<file path="config.mk">
export PLATFORM = sky130hd
export DESIGN_NAME = adc_seq_ctrl
export DESIGN_NICKNAME = d
export VERILOG_FILES = /design/src/rtl/adc_seq_pkg.sv /design/src/rtl/adc_csr.sv /design/src/rtl/adc_seq_fsm.sv /design/src/rtl/adc_seq_ctrl.sv
export SDC_FILE = /design/constraint.sdc
export NUM_CORES = 1
export LEC_CHECK = 0
export BUFFER_PORTS_ARGS = -buffer_cell sky130_fd_sc_hd__buf_2
export CORE_UTILIZATION = 40
export DETAILED_ROUTE_END_ITERATION = 10
export HOLD_SLACK_MARGIN = 0.1
export PLACE_DENSITY = 0.85
export SLEW_MARGIN = 0
export SYNTH_ARGS = -nofsm -noshare
export SYNTH_HDL_FRONTEND = slang
export SYNTH_HIERARCHICAL = 1
export SYNTH_SLANG_ARGS = --single-unit
export TNS_END_PERCENT = 100
</file>
<file path="constraint.sdc">
create_clock -name clk -period 1.7 [get_ports clk]
set_clock_uncertainty 0.15 [all_clocks]
set_input_delay 0.34 -clock clk [delete_from_list [all_inputs] [get_ports clk]]
set_output_delay 0.34 -clock clk [all_outputs]
set_load 0.02 [all_outputs]
</file>
<file path="src/rtl/adc_seq_pkg.sv">
package adc_seq_pkg;
  localparam int CSR_W    = 16;
  localparam int CH_W     = 3;
  localparam int CKS_W    = 2;
  localparam int MODE_W   = 2;
  localparam int FLAG_BIT = 15;
  localparam int IE_BIT   = 14;
  localparam int ST_BIT   = 13;
  localparam int CKS_LSB  = 6;
  localparam int MODE_LSB = 4;
  localparam int CH_LSB   = 0;
  localparam logic [CSR_W-1:0] CSR_RESET = 16'h0080;

  typedef enum logic [1:0] {
    SEQ_IDLE  = 2'd0,
    SEQ_ISSUE = 2'd1,
    SEQ_WAIT  = 2'd2
  } seq_state_e;

  typedef struct packed {
    logic             ie;
    logic             st;
    logic [CKS_W-1:0] cks;
    logic [MODE_W-1:0] mode;
    logic [CH_W-1:0]  ch;
  } csr_cfg_t;
endpackage

</file>
<file path="src/rtl/adc_csr.sv">
module adc_csr
  import adc_seq_pkg::*;
(
  input  logic             clk,
  input  logic             rst_n,
  input  logic             standby,
  input  logic             bus_wr,
  input  logic             bus_rd,
  input  logic [CSR_W-1:0] bus_wdata,
  input  logic             pass_end,
  input  logic             st_clr,
  output csr_cfg_t         cfg,
  output logic             flag,
  output logic [CSR_W-1:0] rdata
);
  localparam csr_cfg_t CFG_RESET = '{
    ie:   CSR_RESET[IE_BIT],
    st:   CSR_RESET[ST_BIT],
    cks:  CSR_RESET[CKS_LSB +: CKS_W],
    mode: CSR_RESET[MODE_LSB +: MODE_W],
    ch:   CSR_RESET[CH_LSB +: CH_W]
  };

  csr_cfg_t cfg_q;
  logic     flag_q;
  logic     armed_q;
  logic     clr_req;

  // a write of 0 to the flag after an armed read
  assign clr_req = bus_wr && !bus_wdata[FLAG_BIT] && armed_q;

  always_ff @(posedge clk or negedge rst_n) begin
    if (!rst_n) begin
      cfg_q   <= CFG_RESET;
      flag_q  <= CSR_RESET[FLAG_BIT];
      armed_q <= 1'b0;
    end else if (standby) begin
      cfg_q   <= CFG_RESET;
      flag_q  <= CSR_RESET[FLAG_BIT];
      armed_q <= 1'b0;
    end else begin
      if (bus_wr) begin
        cfg_q.ie   <= bus_wdata[IE_BIT];
        cfg_q.st   <= bus_wdata[ST_BIT];
        cfg_q.cks  <= bus_wdata[CKS_LSB +: CKS_W];
        cfg_q.mode <= bus_wdata[MODE_LSB +: MODE_W];
        cfg_q.ch   <= bus_wdata[CH_LSB +: CH_W];
      end else if (st_clr) begin
        cfg_q.st <= 1'b0;
      end
      // a completing pass wins over a simultaneous clear
      if (pass_end) begin
        flag_q <= 1'b1;
      end else if (clr_req) begin
        flag_q <= 1'b0;
      end
      if (clr_req && !pass_end) begin
        armed_q <= 1'b0;
      end else if (bus_rd && flag_q) begin
        armed_q <= 1'b1;
      end
    end
  end

  assign cfg  = cfg_q;
  assign flag = flag_q;

  always_comb begin
    rdata = '0;
    rdata[FLAG_BIT]                = flag_q;
    rdata[IE_BIT]                  = cfg_q.ie;
    rdata[ST_BIT]                  = cfg_q.st;
    rdata[CKS_LSB +: CKS_W]        = cfg_q.cks;
    rdata[MODE_LSB +: MODE_W]      = cfg_q.mode;
    rdata[CH_LSB +: CH_W]          = cfg_q.ch;
  end
endmodule

</file>
<file path="src/rtl/adc_seq_fsm.sv">
module adc_seq_fsm
  import adc_seq_pkg::*;
(
  input  logic              clk,
  input  logic              rst_n,
  input  logic              st,
  input  logic [MODE_W-1:0] mode,
  input  logic [CH_W-1:0]   ch_sel,
  input  logic              conv_done,
  output logic              conv_start,
  output logic [CH_W-1:0]   conv_chan,
  output logic              pass_end,
  output logic              st_clr
);
  seq_state_e      state_q, state_d;
  logic [CH_W-1:0] cur_q, cur_d;
  logic            is_single, is_scan, last_ch;

  assign is_single = (mode == 2'd0);
  assign is_scan   = mode[1];
  assign last_ch   = is_single || (cur_q == ch_sel);

  always_comb begin
    state_d  = state_q;
    cur_d    = cur_q;
    pass_end = 1'b0;
    st_clr   = 1'b0;
    unique case (state_q)
      SEQ_IDLE: begin
        if (st) begin
          state_d = SEQ_ISSUE;
          cur_d   = is_single ? ch_sel : '0;
        end
      end
      SEQ_ISSUE: begin
        state_d = st ? SEQ_WAIT : SEQ_IDLE;
      end
      SEQ_WAIT: begin
        if (!st) begin
          state_d = SEQ_IDLE;
        end else if (conv_done) begin
          if (last_ch) begin
            pass_end = 1'b1;
            if (is_scan) begin
              cur_d   = '0;
              state_d = SEQ_ISSUE;
            end else begin
              st_clr  = 1'b1;
              state_d = SEQ_IDLE;
            end
          end else begin
            cur_d   = cur_q + 1'b1;
            state_d = SEQ_ISSUE;
          end
        end
      end
      default: state_d = SEQ_IDLE;
    endcase
  end

  always_ff @(posedge clk or negedge rst_n) begin
    if (!rst_n) begin
      state_q <= SEQ_IDLE;
      cur_q   <= '0;
    end else begin
      state_q <= state_d;
      cur_q   <= cur_d;
    end
  end

  assign conv_start = (state_q == SEQ_ISSUE) && st;
  assign conv_chan  = cur_q;
endmodule

</file>
<file path="src/rtl/adc_seq_ctrl.sv">
module adc_seq_ctrl
  import adc_seq_pkg::*;
#(
  parameter int LEN_BASE_LOG2 = 3,
  localparam int LEN_W = LEN_BASE_LOG2 + (1 << CKS_W)
) (
  input  logic             clk,
  input  logic             rst_n,
  input  logic             standby,
  input  logic             bus_wr,
  input  logic             bus_rd,
  input  logic [15:0]      bus_wdata,
  output logic [15:0]      bus_rdata,
  output logic             conv_start,
  output logic [CH_W-1:0]  conv_chan,
  output logic [LEN_W-1:0] conv_len,
  input  logic             conv_done,
  output logic             irq
);
  csr_cfg_t cfg;
  logic     flag, pass_end, st_clr;

  adc_csr u_csr (
    .clk       (clk),
    .rst_n     (rst_n),
    .standby   (standby),
    .bus_wr    (bus_wr),
    .bus_rd    (bus_rd),
    .bus_wdata (bus_wdata),
    .pass_end  (pass_end),
    .st_clr    (st_clr),
    .cfg       (cfg),
    .flag      (flag),
    .rdata     (bus_rdata)
  );

  adc_seq_fsm u_fsm (
    .clk        (clk),
    .rst_n      (rst_n),
    .st         (cfg.st),
    .mode       (cfg.mode),
    .ch_sel     (cfg.ch),
    .conv_done  (conv_done),
    .conv_start (conv_start),
    .conv_chan  (conv_chan),
    .pass_end   (pass_end),
    .st_clr     (st_clr)
  );

  // length doubles with each step of the clock ratio field
  assign conv_len = LEN_W'(1 << (LEN_BASE_LOG2 + int'(cfg.cks)));
  assign irq      = flag && cfg.ie;
endmodule

</file>
==> impl_results.html <==
<table>
<tr><th>Metric</th><th>Value</th></tr>
<tr><th colspan="2">Logic synthesis</th></tr>
<tr><td>Syn Area/Cell</td><td>9.645 µm²</td></tr>
<tr><td>Count of warnings emitted by yosys</td><td>6</td></tr>
<tr><td>Count of unique library cells instantiated by Yosys</td><td>32</td></tr>
<tr><td>Post-synth design cell area</td><td>993.5 µm²</td></tr>
<tr><td>Post-Syn Instances</td><td>103</td></tr>
<tr><td>Total of flip-flops plus latches after synthesis</td><td>16</td></tr>
<tr><td>Part of the Yosys area used for sequential elements</td><td>40.43%</td></tr>
<tr><th colspan="2">Setup path</th></tr>
<tr><td>Largest driver fanout on the critical path</td><td>3</td></tr>
<tr><td>Buffering stage count on the worst path with inverters included</td><td>0</td></tr>
<tr><td>Slowest Stage Delay on Critical Path</td><td>0.43 ns</td></tr>
<tr><td>Type of destination of the critical path</td><td>register</td></tr>
<tr><td>Req. time, crit path</td><td>about 1.8 ns</td></tr>
<tr><td>Element type at the critical path start</td><td>register</td></tr>
<tr><td>Kind of cell adding the most delay to the critical path</td><td>simple AND/OR/NAND/NOR gates</td></tr>
<tr><td>Slack of the worst reg-to-reg path</td><td>-0.00005 ns</td></tr>
<tr><td>Endpoint of the worst-slack reg-to-reg timing path</td><td>u_csr/flag$_DFFE_PN0P_</td></tr>
<tr><td>Data arrival time of the worst path</td><td>about 1.8 ns</td></tr>
<tr><td>Ordered list of cells on the worst path</td><td>xnor2_2 &gt; a31oi_2 &gt; nor3_2 &gt; and4bb_2 &gt; nor3_2</td></tr>
<tr><td>Worst Reg-to-Reg Cells</td><td>5</td></tr>
<tr><td>Max stage delay cell, worst path</td><td>dfrtp_1</td></tr>
<tr><td>Origin of the critical flop-to-flop path</td><td>u_csr/cfg[2]$_DFFE_PN0P_</td></tr>
<tr><td>Crit path kind</td><td>register to register</td></tr>
<tr><td>Most used cell, CP</td><td>nor3_2</td></tr>
<tr><th colspan="2">Drt</th></tr>
<tr><td>Via count of the routed design</td><td>845</td></tr>
<tr><td>Post-detailed-route DRC marker count</td><td>0</td></tr>
<tr><td>Final antenna-violating net count</td><td>0</td></tr>
<tr><td>First drt pass iteration count</td><td>4</td></tr>
<tr><td>Vias per std cell</td><td>between 5 and 6</td></tr>
<tr><td>Total length of routed wires</td><td>between 2000 and 2500 µm</td></tr>
<tr><td>Wire length per cell</td><td>12.72 µm</td></tr>
<tr><td>Iteration-0 DRC count of the detailed router</td><td>14</td></tr>
<tr><th colspan="2">CTS</th></tr>
<tr><td>Clock buffer count from CTS</td><td>3</td></tr>
<tr><td>CTS tree</td><td>built</td></tr>
<tr><td>Sink Count</td><td>16</td></tr>
<tr><td>Clock Latency Late Sink</td><td>a little under 0.3 ns</td></tr>
<tr><td>Post-CTS clock slew at the launch and capture registers of the worst setup and hold paths</td><td>0.10 ns</td></tr>
<tr><td>Maximum count of clock buffers along a single path</td><td>2</td></tr>
<tr><td>Total number of H-tree levels</td><td>1</td></tr>
<tr><td>Master cell of the clock root buffer</td><td>clkbuf_4</td></tr>
<tr><th colspan="2">Worst hold path</th></tr>
<tr><td>Endpoint of the worst hold-timing path</td><td>u_csr/cfg[6]$_DFFE_PN1P_</td></tr>
<tr><td>Tightest Hold Check Type</td><td>input pin to register</td></tr>
<tr><td>Origin of the worst min-delay path</td><td>bus_wdata[7]</td></tr>
<tr><td>Worst hold path cell count</td><td>2</td></tr>
<tr><th colspan="2">Floorplan</th></tr>
<tr><td>Die W</td><td>51.84 µm</td></tr>
<tr><td>Std cell rows</td><td>17</td></tr>
<tr><td>Ports placed on the boundary</td><td>50</td></tr>
<tr><td>Die ar.</td><td>~2700 µm²</td></tr>
<tr><td>Initial core utilization</td><td>between 40 and 50%</td></tr>
<tr><td>Die extent in y</td><td>around 52 µm</td></tr>
<tr><td>Core region area</td><td>roughly 2300 µm²</td></tr>
<tr><th colspan="2">Power and ir drop</th></tr>
<tr><td>Power density over the cells</td><td>806.0 nW/µm²</td></tr>
<tr><td>Worst-case vdd ir drop</td><td>roughly 0.45 mV</td></tr>
<tr><td>Tot Pwr</td><td>0.9954 mW</td></tr>
<tr><td>Leakage power of the design</td><td>0.6372 nW</td></tr>
<tr><th colspan="2">STA</th></tr>
<tr><td>Final setup slack of the worst path</td><td>-0.00004619 ns</td></tr>
<tr><td>F_max</td><td>0.5882 GHz</td></tr>
<tr><td>RSZ-0062 raised after global routing</td><td>yes</td></tr>
<tr><td>Setup-violating endpoint count in the final report</td><td>1</td></tr>
<tr><td>Number of endpoints with negative hold slack in the final report</td><td>0</td></tr>
<tr><td>Worst hold margin</td><td>around 0.13 ns</td></tr>
<tr><td>Period utilisation layout</td><td>100.0%</td></tr>
<tr><td>Final critical path time including I/O delays and setup</td><td>1.700 ns</td></tr>
<tr><td>Total count of max-transition violations in the final report</td><td>0</td></tr>
<tr><th colspan="2">Placement</th></tr>
<tr><td>Instance area after placement</td><td>1129 µm²</td></tr>
<tr><td>Port Buffers</td><td>34</td></tr>
<tr><td>Placed wire-length estimate after detailed placement</td><td>1552 µm</td></tr>
<tr><td>Routability congestion estimate</td><td>approximately 0.85</td></tr>
<tr><th colspan="2">Finish</th></tr>
<tr><td>Most frequent cells in the layout</td><td>buf_2 (33), dfrtp_1 (14), nor2_1 (12)</td></tr>
<tr><td>Fraction of layout instances using a drive strength above 1</td><td>a little under half</td></tr>
<tr><td>Nets</td><td>162</td></tr>
<tr><td>Area delta synth-&gt;final</td><td>24.31%</td></tr>
<tr><td>Number of inserted diodes</td><td>0</td></tr>
<tr><td>Most common cell after layout, fill and taps aside</td><td>buf_2</td></tr>
<tr><td>Final Instance Area</td><td>1235 µm²</td></tr>
<tr><th colspan="2">Global routing</th></tr>
<tr><td>First-pass GRT wire length</td><td>about 3100 µm</td></tr>
<tr><td>Total routing usage reported by global routing</td><td>15.85%</td></tr>
<tr><td>Vias in the first global route</td><td>738</td></tr>
<tr><td>Maximum number of pins on one net before global-route repair</td><td>17</td></tr>
<tr><td>Number of antenna violations at the first check in global routing</td><td>0</td></tr>
<tr><td>Global route overflow</td><td>0</td></tr>
<tr><th colspan="2">Outcome</th></tr>
<tr><td>Status</td><td>finished with violations</td></tr>
<tr><td>Violations in the final reports</td><td>setup timing</td></tr>
<tr><th colspan="2">Job</th></tr>
<tr><td>Number of max-cap violations</td><td>0</td></tr>
</table>
## repair_timing
item | 4_1_cts | 5_1_grt
hold endpoints to repair | 15 | 0
pin swaps | 0 | 7
buffers inserted | 1 | 1
endpoints found under the setup margin | 3 | 7
hold buffers | 1 | 0
resized for setup | 3 | 10
## state kept, by name, indices dropped and copies added (netlist names)
signal,cells
u_csr/flag,1
u_csr/armed_q,1
u_fsm/state_q,2
u_csr/cfg,9
u_fsm/conv_chan,3
## Yosys cell counts (all sizes together)
cell	count	area share, %
clkbuf	1	0.38
a21oi	3	1.5
a22o	1	0.88
o21ai	3	1.5
conb	2	0.76
buf	20	15
xnor2	3	2.6
o41ai	1	2.8
nor2	13	4.9
a211o	2	1.9
or3b	1	0.88
a2bb2oi	1	0.88
and2b	2	1.8
inv	1	0.38
ha	1	1.3
nor4	1	0.63
and2	3	2.0
nand3	1	0.50
and4bb	1	1.3
nand2	7	2.6
dfrtp	15	38
and3	1	1.1
mux2i	7	7.1
nor3	4	2.0
nand2b	3	1.9
nor2b	2	1.3
dfstp	1	2.6
a31oi	2	1.3
## power breakdown
part	internal [mW]	total, mW	switching [mW]
Sequential	0.412	0.447	0.0346
Combinational	0.151	0.334	0.183
Clock	0.0911	0.215	0.124
Total	0.654	0.995	0.341
## area by class of cell
type	count	area, µm²
Clock buffer	4	26.28
Sequential cell	16	402.9
Fill cell	201	1041
Timing Repair Buffer	45	261.5
Inverter	1	3.754
Multi-Input combinational cell	72	505.5
Tap cell	28	35.03
## per-layer routing
| layer | global-route usage [%] | part of all wire [%] | vias to the layer above |
|---|---|---|---|
| met3 | 2.632 | 4.9 | 4 |
| met1 | 19.78 | 41 | 416 |
| met4 | 8.559 | 1.5 | 0 |
| met5 | 0 | 0 | - |
| met2 | 25.85 | 52 | 34 |
| li1 | - | - | 391 |
## worst register-to-register path: stages, from the launching register on
cell and delay (ns):
dfrtp_1 0.43, xnor2_2 0.23, a31oi_2 0.16, nor3_2 0.22, and4bb_2 0.29, nor3_2 0.12
## how the worst max path moves through the flow
stage	startpoint	endpoint	slack [ns]	cells past startpoint
6_report	u_csr/cfg[2]$_DFFE_PN0P_	u_csr/flag$_DFFE_PN0P_	-0.00005	5
5_1_grt	u_csr/cfg[0]$_DFFE_PN0P_	u_csr/armed_q$_DFFE_PN0P_	-0.04	5
4_1_cts	u_csr/cfg[2]$_DFFE_PN0P_	u_csr/cfg[7]$_DFFE_PN0P_	-0.02	5
3_5_place_dp	u_csr/cfg[2]$_DFFE_PN0P_	u_csr/flag$_DFFE_PN0P_	-0.06	5
3_3_place_gp	u_csr/cfg[2]$_DFFE_PN0P_	u_csr/armed_q$_DFFE_PN0P_	0.06	5
2_1_floorplan	u_fsm/conv_chan[0]$_DFFE_PN0P_	u_fsm/conv_chan[2]$_DFFE_PN0P_	0.01	5
## cell families (layout without fill, tap and decap cells)
kind of cell	Yosys count	after routing	share of synthesized area [%]
buffers and inverters	22	50	16.25
other	2	9	0.7559
multiplexers	7	7	7.053
XOR/XNOR	3	3	2.645
AND/OR/NAND/NOR	39	39	20.91
flip-flops	16	16	40.43
AO/OA/AOI/OAI	13	13	10.71
adder cells (fa/ha/maj)	1	1	1.259
## metrics by stage
stage / util [%] / setup slack [ns] / TNS, ns / instances
floorplan: - / 0.01500 / 0 / 110
global placement: 49.59 / 0.05978 / 0 / 159
detailed placement: 49.59 / -0.06464 / -0.08448 / 159
CTS: 52.39 / -0.02375 / -0.02375 / 165
global route: 54.26 / -0.04168 / -0.1584 / 166
finish: 54.26 / -0.00004619 / -0.00004619 / 166
No activity file was read; power rests on OpenSTA's default activity.
